File: src/rtl/dsp_agu_pkg.sv
// Package: shared mode, size and field encodings for the address generator.
// Assumes the encodings listed in the brief; neighbours decode these values.
package dsp_agu_pkg;
    typedef enum logic [2:0] {
        AM_IND     = 3'd0,
        AM_POSTINC = 3'd1,
        AM_POSTDEC = 3'd2,
        AM_OFFSET  = 3'd3,
        AM_PUSH    = 3'd4,
        AM_POP     = 3'd5,
        AM_MODIFY  = 3'd6,
        AM_BITREV  = 3'd7
    } agu_mode_e;

    typedef enum logic [1:0] {
        SZ_BYTE = 2'd0,
        SZ_HALF = 2'd1,
        SZ_WORD = 2'd2,
        SZ_BAD  = 2'd3
    } agu_size_e;

    typedef enum logic [1:0] {
        FLD_PTR  = 2'd0,
        FLD_MOD  = 2'd1,
        FLD_LEN  = 2'd2,
        FLD_BASE = 2'd3
    } agu_field_e;
endpackage

File: src/rtl/dsp_agu_regfile.sv
// Module: register sets (pointer, modify, length, base) with one config
// write port, one pointer write-back port and one combinational read port.
// Assumes NREG is a power of two; a config write wins over write-back.
module dsp_agu_regfile
    import dsp_agu_pkg::*;
#(
    parameter int NREG  = 8,
    parameter int AW    = 32,
    localparam int SEL_W = $clog2(NREG)
) (
    input  logic             clk,
    input  logic             rst_n,
    input  logic             cfg_we,
    input  logic [SEL_W-1:0] cfg_sel,
    input  logic [1:0]       cfg_fld,
    input  logic [AW-1:0]    cfg_data,
    input  logic             wb_en,
    input  logic [SEL_W-1:0] wb_sel,
    input  logic [AW-1:0]    wb_data,
    input  logic [SEL_W-1:0] rd_sel,
    output logic [AW-1:0]    rd_ptr,
    output logic [AW-1:0]    rd_mod,
    output logic [AW-1:0]    rd_len,
    output logic [AW-1:0]    rd_base
);
    logic [AW-1:0] ptr_q  [NREG];
    logic [AW-1:0] mod_q  [NREG];
    logic [AW-1:0] len_q  [NREG];
    logic [AW-1:0] base_q [NREG];

    for (genvar g = 0; g < NREG; g++) begin : g_set
        logic hit_cfg;
        logic hit_wb;
        assign hit_cfg = cfg_we && (cfg_sel == SEL_W'(g));
        assign hit_wb  = wb_en  && (wb_sel  == SEL_W'(g));

        // Purpose: hold one register set; config write or pointer write-back.
        always_ff @(posedge clk) begin
            if (!rst_n) begin
                ptr_q[g]  <= '0;
                mod_q[g]  <= '0;
                len_q[g]  <= '0;
                base_q[g] <= '0;
            end else if (hit_cfg) begin
                case (agu_field_e'(cfg_fld))
                    FLD_PTR:  ptr_q[g]  <= cfg_data;
                    FLD_MOD:  mod_q[g]  <= cfg_data;
                    FLD_LEN:  len_q[g]  <= cfg_data;
                    default:  base_q[g] <= cfg_data;
                endcase
            end else if (hit_wb) begin
                ptr_q[g] <= wb_data;
            end
        end
    end

    assign rd_ptr  = ptr_q[rd_sel];
    assign rd_mod  = mod_q[rd_sel];
    assign rd_len  = len_q[rd_sel];
    assign rd_base = base_q[rd_sel];
endmodule

File: src/rtl/dsp_agu_align.sv
// Module: alignment check of an output address against the access size.
// Assumes only the two low address bits matter; size code 3 always faults.
module dsp_agu_align
    import dsp_agu_pkg::*;
(
    input  logic [1:0] addr_lo,
    input  logic [1:0] size,
    output logic       fault
);
    // Purpose: flag misaligned half/word accesses and the invalid size.
    always_comb begin
        case (agu_size_e'(size))
            SZ_BYTE: fault = 1'b0;
            SZ_HALF: fault = addr_lo[0];
            SZ_WORD: fault = |addr_lo;
            default: fault = 1'b1;
        endcase
    end
endmodule

File: src/rtl/dsp_agu_calc.sv
// Module: combinational address and pointer-update computation for one request.
// Assumes circular windows do not straddle the top of the address space.
module dsp_agu_calc
    import dsp_agu_pkg::*;
#(
    parameter int AW    = 32,
    parameter int IMM_W = 16
) (
    input  logic [2:0]       mode,
    input  logic [1:0]       size,
    input  logic [IMM_W-1:0] imm,
    input  logic [AW-1:0]    ptr,
    input  logic [AW-1:0]    mod,
    input  logic [AW-1:0]    len,
    input  logic [AW-1:0]    base,
    output logic [AW-1:0]    addr,
    output logic [AW-1:0]    new_ptr,
    output logic             wants_wb
);
    logic [AW-1:0] step_sz;
    logic [AW-1:0] imm_ext;
    logic [AW-1:0] lin_inc;
    logic [AW-1:0] lin_dec;
    logic [AW-1:0] circ_raw;
    logic [AW-1:0] circ_lim;
    logic [AW-1:0] circ_new;
    logic [AW-1:0] rev_p;
    logic [AW-1:0] rev_m;
    logic [AW-1:0] rev_sum;
    logic [AW-1:0] br_new;

    // Purpose: byte count of the access (invalid code treated as a word).
    always_comb begin
        case (agu_size_e'(size))
            SZ_BYTE: step_sz = AW'(1);
            SZ_HALF: step_sz = AW'(2);
            default: step_sz = AW'(4);
        endcase
    end

    assign imm_ext = {{(AW-IMM_W){imm[IMM_W-1]}}, imm};
    assign lin_inc = ptr + step_sz;
    assign lin_dec = ptr - step_sz;

    // Purpose: pick the unwrapped update for the circular-capable modes.
    always_comb begin
        case (agu_mode_e'(mode))
            AM_POSTINC: circ_raw = lin_inc;
            AM_POSTDEC: circ_raw = lin_dec;
            default:    circ_raw = ptr + mod;
        endcase
    end

    assign circ_lim = base + len;

    // Purpose: fold the update back into the window base..base+len-1.
    always_comb begin
        if (len == '0)                circ_new = circ_raw;
        else if (circ_raw >= circ_lim) circ_new = circ_raw - len;
        else if (circ_raw < base)      circ_new = circ_raw + len;
        else                           circ_new = circ_raw;
    end

    // Bit-reversed update: reverse, add, reverse back.
    for (genvar b = 0; b < AW; b++) begin : g_rev
        assign rev_p[b]  = ptr[AW-1-b];
        assign rev_m[b]  = mod[AW-1-b];
        assign br_new[b] = rev_sum[AW-1-b];
    end
    assign rev_sum = rev_p + rev_m;

    // Purpose: select output address and write-back value per mode.
    always_comb begin
        addr     = ptr;
        new_ptr  = ptr;
        wants_wb = 1'b0;
        case (agu_mode_e'(mode))
            AM_IND:    ;
            AM_POSTINC, AM_POSTDEC, AM_MODIFY: begin
                new_ptr  = circ_new;
                wants_wb = 1'b1;
            end
            AM_OFFSET: addr = ptr + imm_ext;
            AM_PUSH: begin
                addr     = lin_dec;
                new_ptr  = lin_dec;
                wants_wb = 1'b1;
            end
            AM_POP: begin
                new_ptr  = lin_inc;
                wants_wb = 1'b1;
            end
            default: begin
                new_ptr  = br_new;
                wants_wb = 1'b1;
            end
        endcase
    end
endmodule

File: src/rtl/dsp_agu.sv
// Module: top of the address generation unit. One request per cycle; result
// registered one cycle later together with the pointer write-back.
// Assumes a config write and a request never share a cycle.
module dsp_agu
    import dsp_agu_pkg::*;
#(
    parameter int NREG  = 8,
    parameter int AW    = 32,
    parameter int IMM_W = 16,
    localparam int SEL_W = $clog2(NREG)
) (
    input  logic             clk,
    input  logic             rst_n,
    input  logic             cfg_we_i,
    input  logic [SEL_W-1:0] cfg_sel_i,
    input  logic [1:0]       cfg_fld_i,
    input  logic [AW-1:0]    cfg_data_i,
    input  logic             req_i,
    input  logic [2:0]       mode_i,
    input  logic [SEL_W-1:0] sel_i,
    input  logic [1:0]       size_i,
    input  logic [IMM_W-1:0] imm_i,
    output logic [AW-1:0]    addr_o,
    output logic             valid_o,
    output logic             fault_o
);
    logic [AW-1:0] rd_ptr;
    logic [AW-1:0] rd_mod;
    logic [AW-1:0] rd_len;
    logic [AW-1:0] rd_base;
    logic [AW-1:0] calc_addr;
    logic [AW-1:0] calc_new;
    logic          calc_wb;
    logic          align_fault;
    logic          wb_en;

    dsp_agu_regfile #(.NREG(NREG), .AW(AW)) regs_i (
        .clk      (clk),
        .rst_n    (rst_n),
        .cfg_we   (cfg_we_i),
        .cfg_sel  (cfg_sel_i),
        .cfg_fld  (cfg_fld_i),
        .cfg_data (cfg_data_i),
        .wb_en    (wb_en),
        .wb_sel   (sel_i),
        .wb_data  (calc_new),
        .rd_sel   (sel_i),
        .rd_ptr   (rd_ptr),
        .rd_mod   (rd_mod),
        .rd_len   (rd_len),
        .rd_base  (rd_base)
    );

    dsp_agu_calc #(.AW(AW), .IMM_W(IMM_W)) calc_i (
        .mode     (mode_i),
        .size     (size_i),
        .imm      (imm_i),
        .ptr      (rd_ptr),
        .mod      (rd_mod),
        .len      (rd_len),
        .base     (rd_base),
        .addr     (calc_addr),
        .new_ptr  (calc_new),
        .wants_wb (calc_wb)
    );

    dsp_agu_align align_i (
        .addr_lo (calc_addr[1:0]),
        .size    (size_i),
        .fault   (align_fault)
    );

    assign wb_en = req_i && calc_wb && !align_fault;

    // Purpose: register the response of the current request.
    always_ff @(posedge clk) begin
        if (!rst_n) begin
            addr_o  <= '0;
            valid_o <= 1'b0;
            fault_o <= 1'b0;
        end else begin
            valid_o <= req_i;
            fault_o <= req_i && align_fault;
            if (req_i) addr_o <= calc_addr;
        end
    end
endmodule

File: config.mk
export PLATFORM = sky130hd
export DESIGN_NAME = dsp_agu
export DESIGN_NICKNAME = d
export VERILOG_FILES = /design/src/rtl/dsp_agu_pkg.sv /design/src/rtl/dsp_agu_regfile.sv /design/src/rtl/dsp_agu_align.sv /design/src/rtl/dsp_agu_calc.sv /design/src/rtl/dsp_agu.sv
export SDC_FILE = /design/constraint.sdc
export NUM_CORES = 2
export LEC_CHECK = 0
export ABC_AREA = 1
export BUFFER_PORTS_ARGS = -buffer_cell sky130_fd_sc_hd__buf_4
export CORE_MARGIN = 2
export CORE_UTILIZATION = 40
export CTS_CLUSTER_DIAMETER = 40
export DETAILED_ROUTE_END_ITERATION = 16
export PLACE_DENSITY = 0.66
export SLEW_MARGIN = 15
export SYNTH_ARGS = -nofsm -noshare
export SYNTH_HDL_FRONTEND = slang
export SYNTH_HIERARCHICAL = 1
export SYNTH_SLANG_ARGS = --single-unit
File: constraint.sdc
create_clock -name clk -period 10.9 [get_ports clk]
set_input_delay 1.09 -clock clk [delete_from_list [all_inputs] [get_ports clk]]
set_output_delay 1.09 -clock clk [all_outputs]
set_load 0.01 [all_outputs]
# == Word level (Yosys, flattened, before mapping) ==
# Memory sizes are Yosys's and may differ from the RTL's.
# Index checks and enable logic that the tools add are counted.
# op_classes
addsub,8
n_mux,182
bitwise_logic,40
eq_ne,24
reduce_logical,30
magnitude_cmp,2
# ops
cell,count
two-way mux 32 bit,43
adder 32 bit,5
two-way mux 1 bit,134
one-hot mux 32 bit (2 select lines),2
one-hot mux 32 bit (4 select lines),1
OR 1 bit,40
== test 3 bit (second input constant),11
adder 32 x 3 -> 32 bit,1
>= comparator 32 bit,1
logical NOT 32 bit,1
< comparator 32 bit,1
subtractor 32 x 3 -> 32 bit,1
subtractor 32 bit,1
logical AND 1 bit,19
== test 3 x 2 -> 1 bit (second input constant),6
== test 3 x 1 -> 1 bit (second input constant),3
logical NOT 3 bit,3
one-hot mux 3 bit (2 select lines),1
OR reduction 3 bit,2
== test 2 x 1 -> 1 bit (second input constant),2
== test 2 bit (second input constant),2
logical NOT 2 bit,2
OR reduction 2 bit,2
one-hot mux 1 bit (3 select lines),1
logical NOT 1 bit,1
# totals
mem_count,4
in_bits,65
ramBits,1024
register_bits,34
output_inout_bits,34
# memory_table
memory,words,width,rd,rd_clocked_by_memory_dff,wr,line_no,source
regs_i.base_q,8,32,1,0,8,dsp_agu_regfile.sv:29,logic [AW-1:0] base_q [NREG];
regs_i.len_q,8,32,1,0,8,dsp_agu_regfile.sv:28,logic [AW-1:0] len_q [NREG];
regs_i.mod_q,8,32,1,0,8,dsp_agu_regfile.sv:27,logic [AW-1:0] mod_q [NREG];
regs_i.ptr_q,8,32,1,0,8,dsp_agu_regfile.sv:26,logic [AW-1:0] ptr_q [NREG];

# == Longest topological paths before layout ==
# depth
word_depth,14
ltp_mapped,50
ltp_nobuf,46

# == Cells and area by module ==
# The synthesis kept the hierarchy.
# modules_own_cells
mod,instances,cells_each,area_each_um2
dsp_agu_regfile,1,6309,51842.2
dsp_agu_calc,1,2882,15984.1
dsp_agu,1,211,1386.3
dsp_agu_align,1,3,13.8

# == Worst setup path before layout ==
# No wires, ideal clock.
# synth_path
path_type,in2reg
from,input sel_i[1]
to,"memory regs_i.ptr_q[4][29], data pin"
t_required_ns,10.748
cell_stages,43
path_slack_ns,3.895
arrival_time_ns,6.852
path_buffers,4
cell_sequence,buf_2 > clkbuf_1 > clkbuf_1 > nand3_1 > nand2_1 > nand2_1 > nand2_1 > inv_1 > fa_1 > nor2_2 > nor2_1 > nor2_1 > nand2_1 > nor2_1 > nand2_1 > nor2_2 > nand3_2 > nor2_1 > [... 7 more ...] > clkbuf_1 > nor2_1 > inv_1 > nor4_1 > nand3_1 > nand3_1 > nand3_1 > o211ai_1 > nand2_1 > nand3_1 > nand2_1 > nand4_1 > nand3_1 > nand2_1 > nand2_1 > a21oi_1 > inv_1 > o21ai_0
# synth_lines
item,line_no,source
from (decl),dsp_agu.sv:20,"input logic [SEL_W-1:0] sel_i,"
to (decl),dsp_agu_regfile.sv:26,

==> qor.csv <==
stage,metric,value,unit
run_status,status,"finished, final reports clean",
setup_path,crit start category,input pin,
timing,RSZ-0062 raised after global routing,no,
global_routing,number of global-route vias before repair,60950,
global_routing,initial antenna violation count,12,
timing,FMAX,108.5,MHz
place,HPWL Detailed,178400,µm
finish,Finished Layout Cells,11760,
timing,Fin. Hold Viols,0,
synthesis,register area share after synthesis,45.40,%
floorplanning,die span in y,420.0,µm
drt,WL/cell,23.60,µm
clocking,post_cts resized,0,
setup_path,crit path max fanout,64,
drt,DRC,0,
min_path,WHS Path Cells,2,
finish,layout cells sized above 1,7.489,%
floorplanning,Ports,99,
timing,Final WS setup,1681,ps
timing,Final Skew,62.12,ps
synthesis,YS warnings,6,
place,port bufs,98,
global_routing,GR peak layer,met2,
finish,Area growth syn-to-layout,13.28,%
synthesis,syn_nets,9702,
clocking,Inserted Clock Buffers,171,
place,Placed Instance Area,72340,µm²
power_and_ir_drop,Leak,37.52,nW
floorplanning,Row Count,152,
clocking,CTS tree,done,
synthesis,"Cell Area, Synth",69230,µm²
clocking,Post-CTS Setup Bufs,0,
min_path,path type of the worst min-delay path,flip-flop to flip-flop,
global_routing,largest net degree at the start of global routing,122,
setup_path,required time of the critical path,11400,ps
global_routing,GRT Resource Usage Total,30.99,%
timing,Fin Setup TNS,0,ps
drt,Final ANT Viol Nets,0,
finish,cell area after layout,78420,µm²
setup_path,r2r setup slk,2640,ps
drt,DRT iter0 DRCs,8376,
setup_path,"most used cell, CP",nand2_1,
synthesis,Synth Register Bits,1058,
global_routing,M2 GR Usage,46.97,%
timing,Tcrit/Tclk final,84.58,%
global_routing,M1 GR Usage,40.25,%
run,max_cap viols,0,
min_path,Worst Min Path Start,addr_o[1]$_SDFFE_PN0P_,
place,Cells after DPL,11430,
clocking,worst skew pair latency,840,ps
floorplanning,Die ar.,176400,µm²
setup_path,Setup CP Type,input pin to flip-flop,
synthesis,Post-Syn Instances,9405,
clocking,htree depth,4,
synthesis,"top cells by area, synth","edfxtp_1 (44%), nand2_1 (15%), inv_1 (8.4%)",
floorplanning,core area,171700,µm²
setup_path,Worst path slowest cell,a31oi_1,
clocking,clk root buf,clkbuf_16,
global_routing,met3 Use GR,7.112,%
synthesis,Synth Flop Type,edfxtp_1,
synthesis,Yosys top cell area share,44.42,%
synthesis,most common cell in the netlist,nand2_1,
global_routing,gr ovfl total,0,
setup_path,Worst Path Arrival,9720,ps
synthesis,"area leader, netlist",edfxtp_1,
setup_path,R2R cell count,39,
place,final weighted congestion in routability-driven placement,1.010,
finish,fin util,45.66,%
timing,slew at the pin with the worst max-slew slack,1309,ps
setup_path,RR Startpoint,regs_i/ptr_q[2][0]$_DFFE_PP_,
floorplanning,Die W,420.0,µm
timing,Final Critical Period,9219,ps
drt,vias,64610,
drt,TritonRoute pass-1 iters,8,
power_and_ir_drop,power per cell area,190.4,nW/µm²
timing,WHS,468.8,ps
place,Placement Setup Slack,1309,ps
global_routing,first-pass GRT wire length,401800,µm
finish,Nets,9593,
setup_path,Reg-to-Reg End,regs_i/ptr_q[7][22]$_DFFE_PP_,
synthesis,Yosys cell types,61,
power_and_ir_drop,Pwr Total,14.93,mW
synthesis,"FFs w/ async S/R, synth",0,%
clocking,Sink Count,1058,
floorplanning,Initial Util,40.31,%
clocking,Post-CTS Hold Buffers,0,
timing,"Slew Viols, Final",0,
clocking,clock transition at the registers of the reported paths,50,ps
setup_path,max incr delay on CP,670,ps
synthesis,"top cells by count, synth","nand2_1 (2,770), inv_1 (1,551), nor2_1 (1,116), edfxtp_1 (1,024), nand3_1 (885)",
synthesis,Syn Area/Cell,7.361,µm²
setup_path,Worst setup EP type,flip-flop,
clocking,Max Root-Sink Buffers,3,
power_and_ir_drop,Worst VDD drop,0.0001674,V
drt,Vias/cell,5.495,
synthesis,Post-synth EDFFs,1024,
timing,final setup fails,0,
min_path,Hold Path End,addr_o[1]$_SDFFE_PN0P_,
timing,slew margin rel.,12.40,%
drt,final WL,277400,µm
area by class of cell:
| type | instances | area (µm²) |
|---|---|---|
| tap | 2310 | 2890 |
| clock inverter | 126 | 1604 |
| fill | 16850 | 93310 |
| clock buffer | 192 | 4453 |
| antenna | 7 | 17.52 |
| inverter | 1573 | 5922 |
| multi-input combinational | 6221 | 29940 |
| sequential | 1058 | 31430 |
| timing repair buffer | 271 | 2162 |
sequential cells by signal, indices dropped and copies added, names as in the netlist:
signal         count
regs_i/base_q    256
regs_i/len_q     256
regs_i/mod_q     256
regs_i/ptr_q     256
addr_o            32
fault_o            1
valid_o            1
kinds of logic after synthesis:
group / count (synthesis) / synth area share [%]
AND/OR/NAND/NOR: 5008 / 29.71
buffers and inverters: 2126 / 11.89
flip-flops: 1058 / 45.40
AO/OA/AOI/OAI: 811 / 6.574
adder cells (fa/ha/maj): 232 / 4.280
XOR/XNOR: 170 / 2.151
cell usage in the layout, fill, tap and decap left out, types with 17 or more instances in the layout:
cell type,Yosys,routed
nand2_1,2770,2763
inv_1,1551,1531
nor2_1,1116,1104
edfxtp_1,1024,1024
nand3_1,885,878
a21oi_1,310,310
o21ai_0,288,264
buf_4,7,260
ha_1,224,224
clkbuf_16,0,175
xor2_1,132,132
nand4_1,81,81
nor3_1,49,48
o211ai_1,39,39
xnor2_1,38,38
dfxtp_1,34,34
clkinv_1,6,33
a31oi_1,28,28
bufinv_16,0,27
o221ai_1,25,25
clkinv_2,0,25
nor2_2,14,24
o21ai_4,0,24
inv_2,16,23
o21ai_1,21,21
nor4_1,22,21
or2_2,21,21
clkinv_4,0,19
nand2_2,11,18
o21a_1,17,17
worst max-delay path: cells and delay by family:
family	cells	cell delay, ps
buffers and inverters	9	2200
AOI/OAI and AO/OA	8	2260
xor gates and xnor gates	2	580
and+or+nand+nor	18	2380
adders and majority gates	2	1070
per-layer routing:
| layer | routed length [µm] | share of wire (%) |
|---|---|---|
| met5 | 57 | 0.021 |
| met2 | 119700 | 43 |
| met1 | 107200 | 39 |
| met4 | 18370 | 6.6 |
| met3 | 32100 | 12 |
where the power goes:
part	internal (mW)	switching, mW
clock	3.62	2.10
sequential	4.68	0.0589
combinational	1.19	3.27
total	9.50	5.43
worst max-delay path by stage:
stage,from,endpoint,slack (ps),cells past startpoint
final,sel_i[1],regs_i/ptr_q[7][22]$_DFFE_PP_,1680,39
after global routing,sel_i[1],regs_i/ptr_q[6][29]$_DFFE_PP_,1330,42
after CTS,sel_i[1],regs_i/ptr_q[7][22]$_DFFE_PP_,2170,39
after detailed placement,sel_i[1],regs_i/ptr_q[7][22]$_DFFE_PP_,1310,39
after global placement,sel_i[1],regs_i/ptr_q[7][22]$_DFFE_PP_,1310,39
after floorplan,sel_i[1],regs_i/ptr_q[4][29]$_SDFFCE_PN0P_,3900,43
Power figures use the tool's default switching activity.
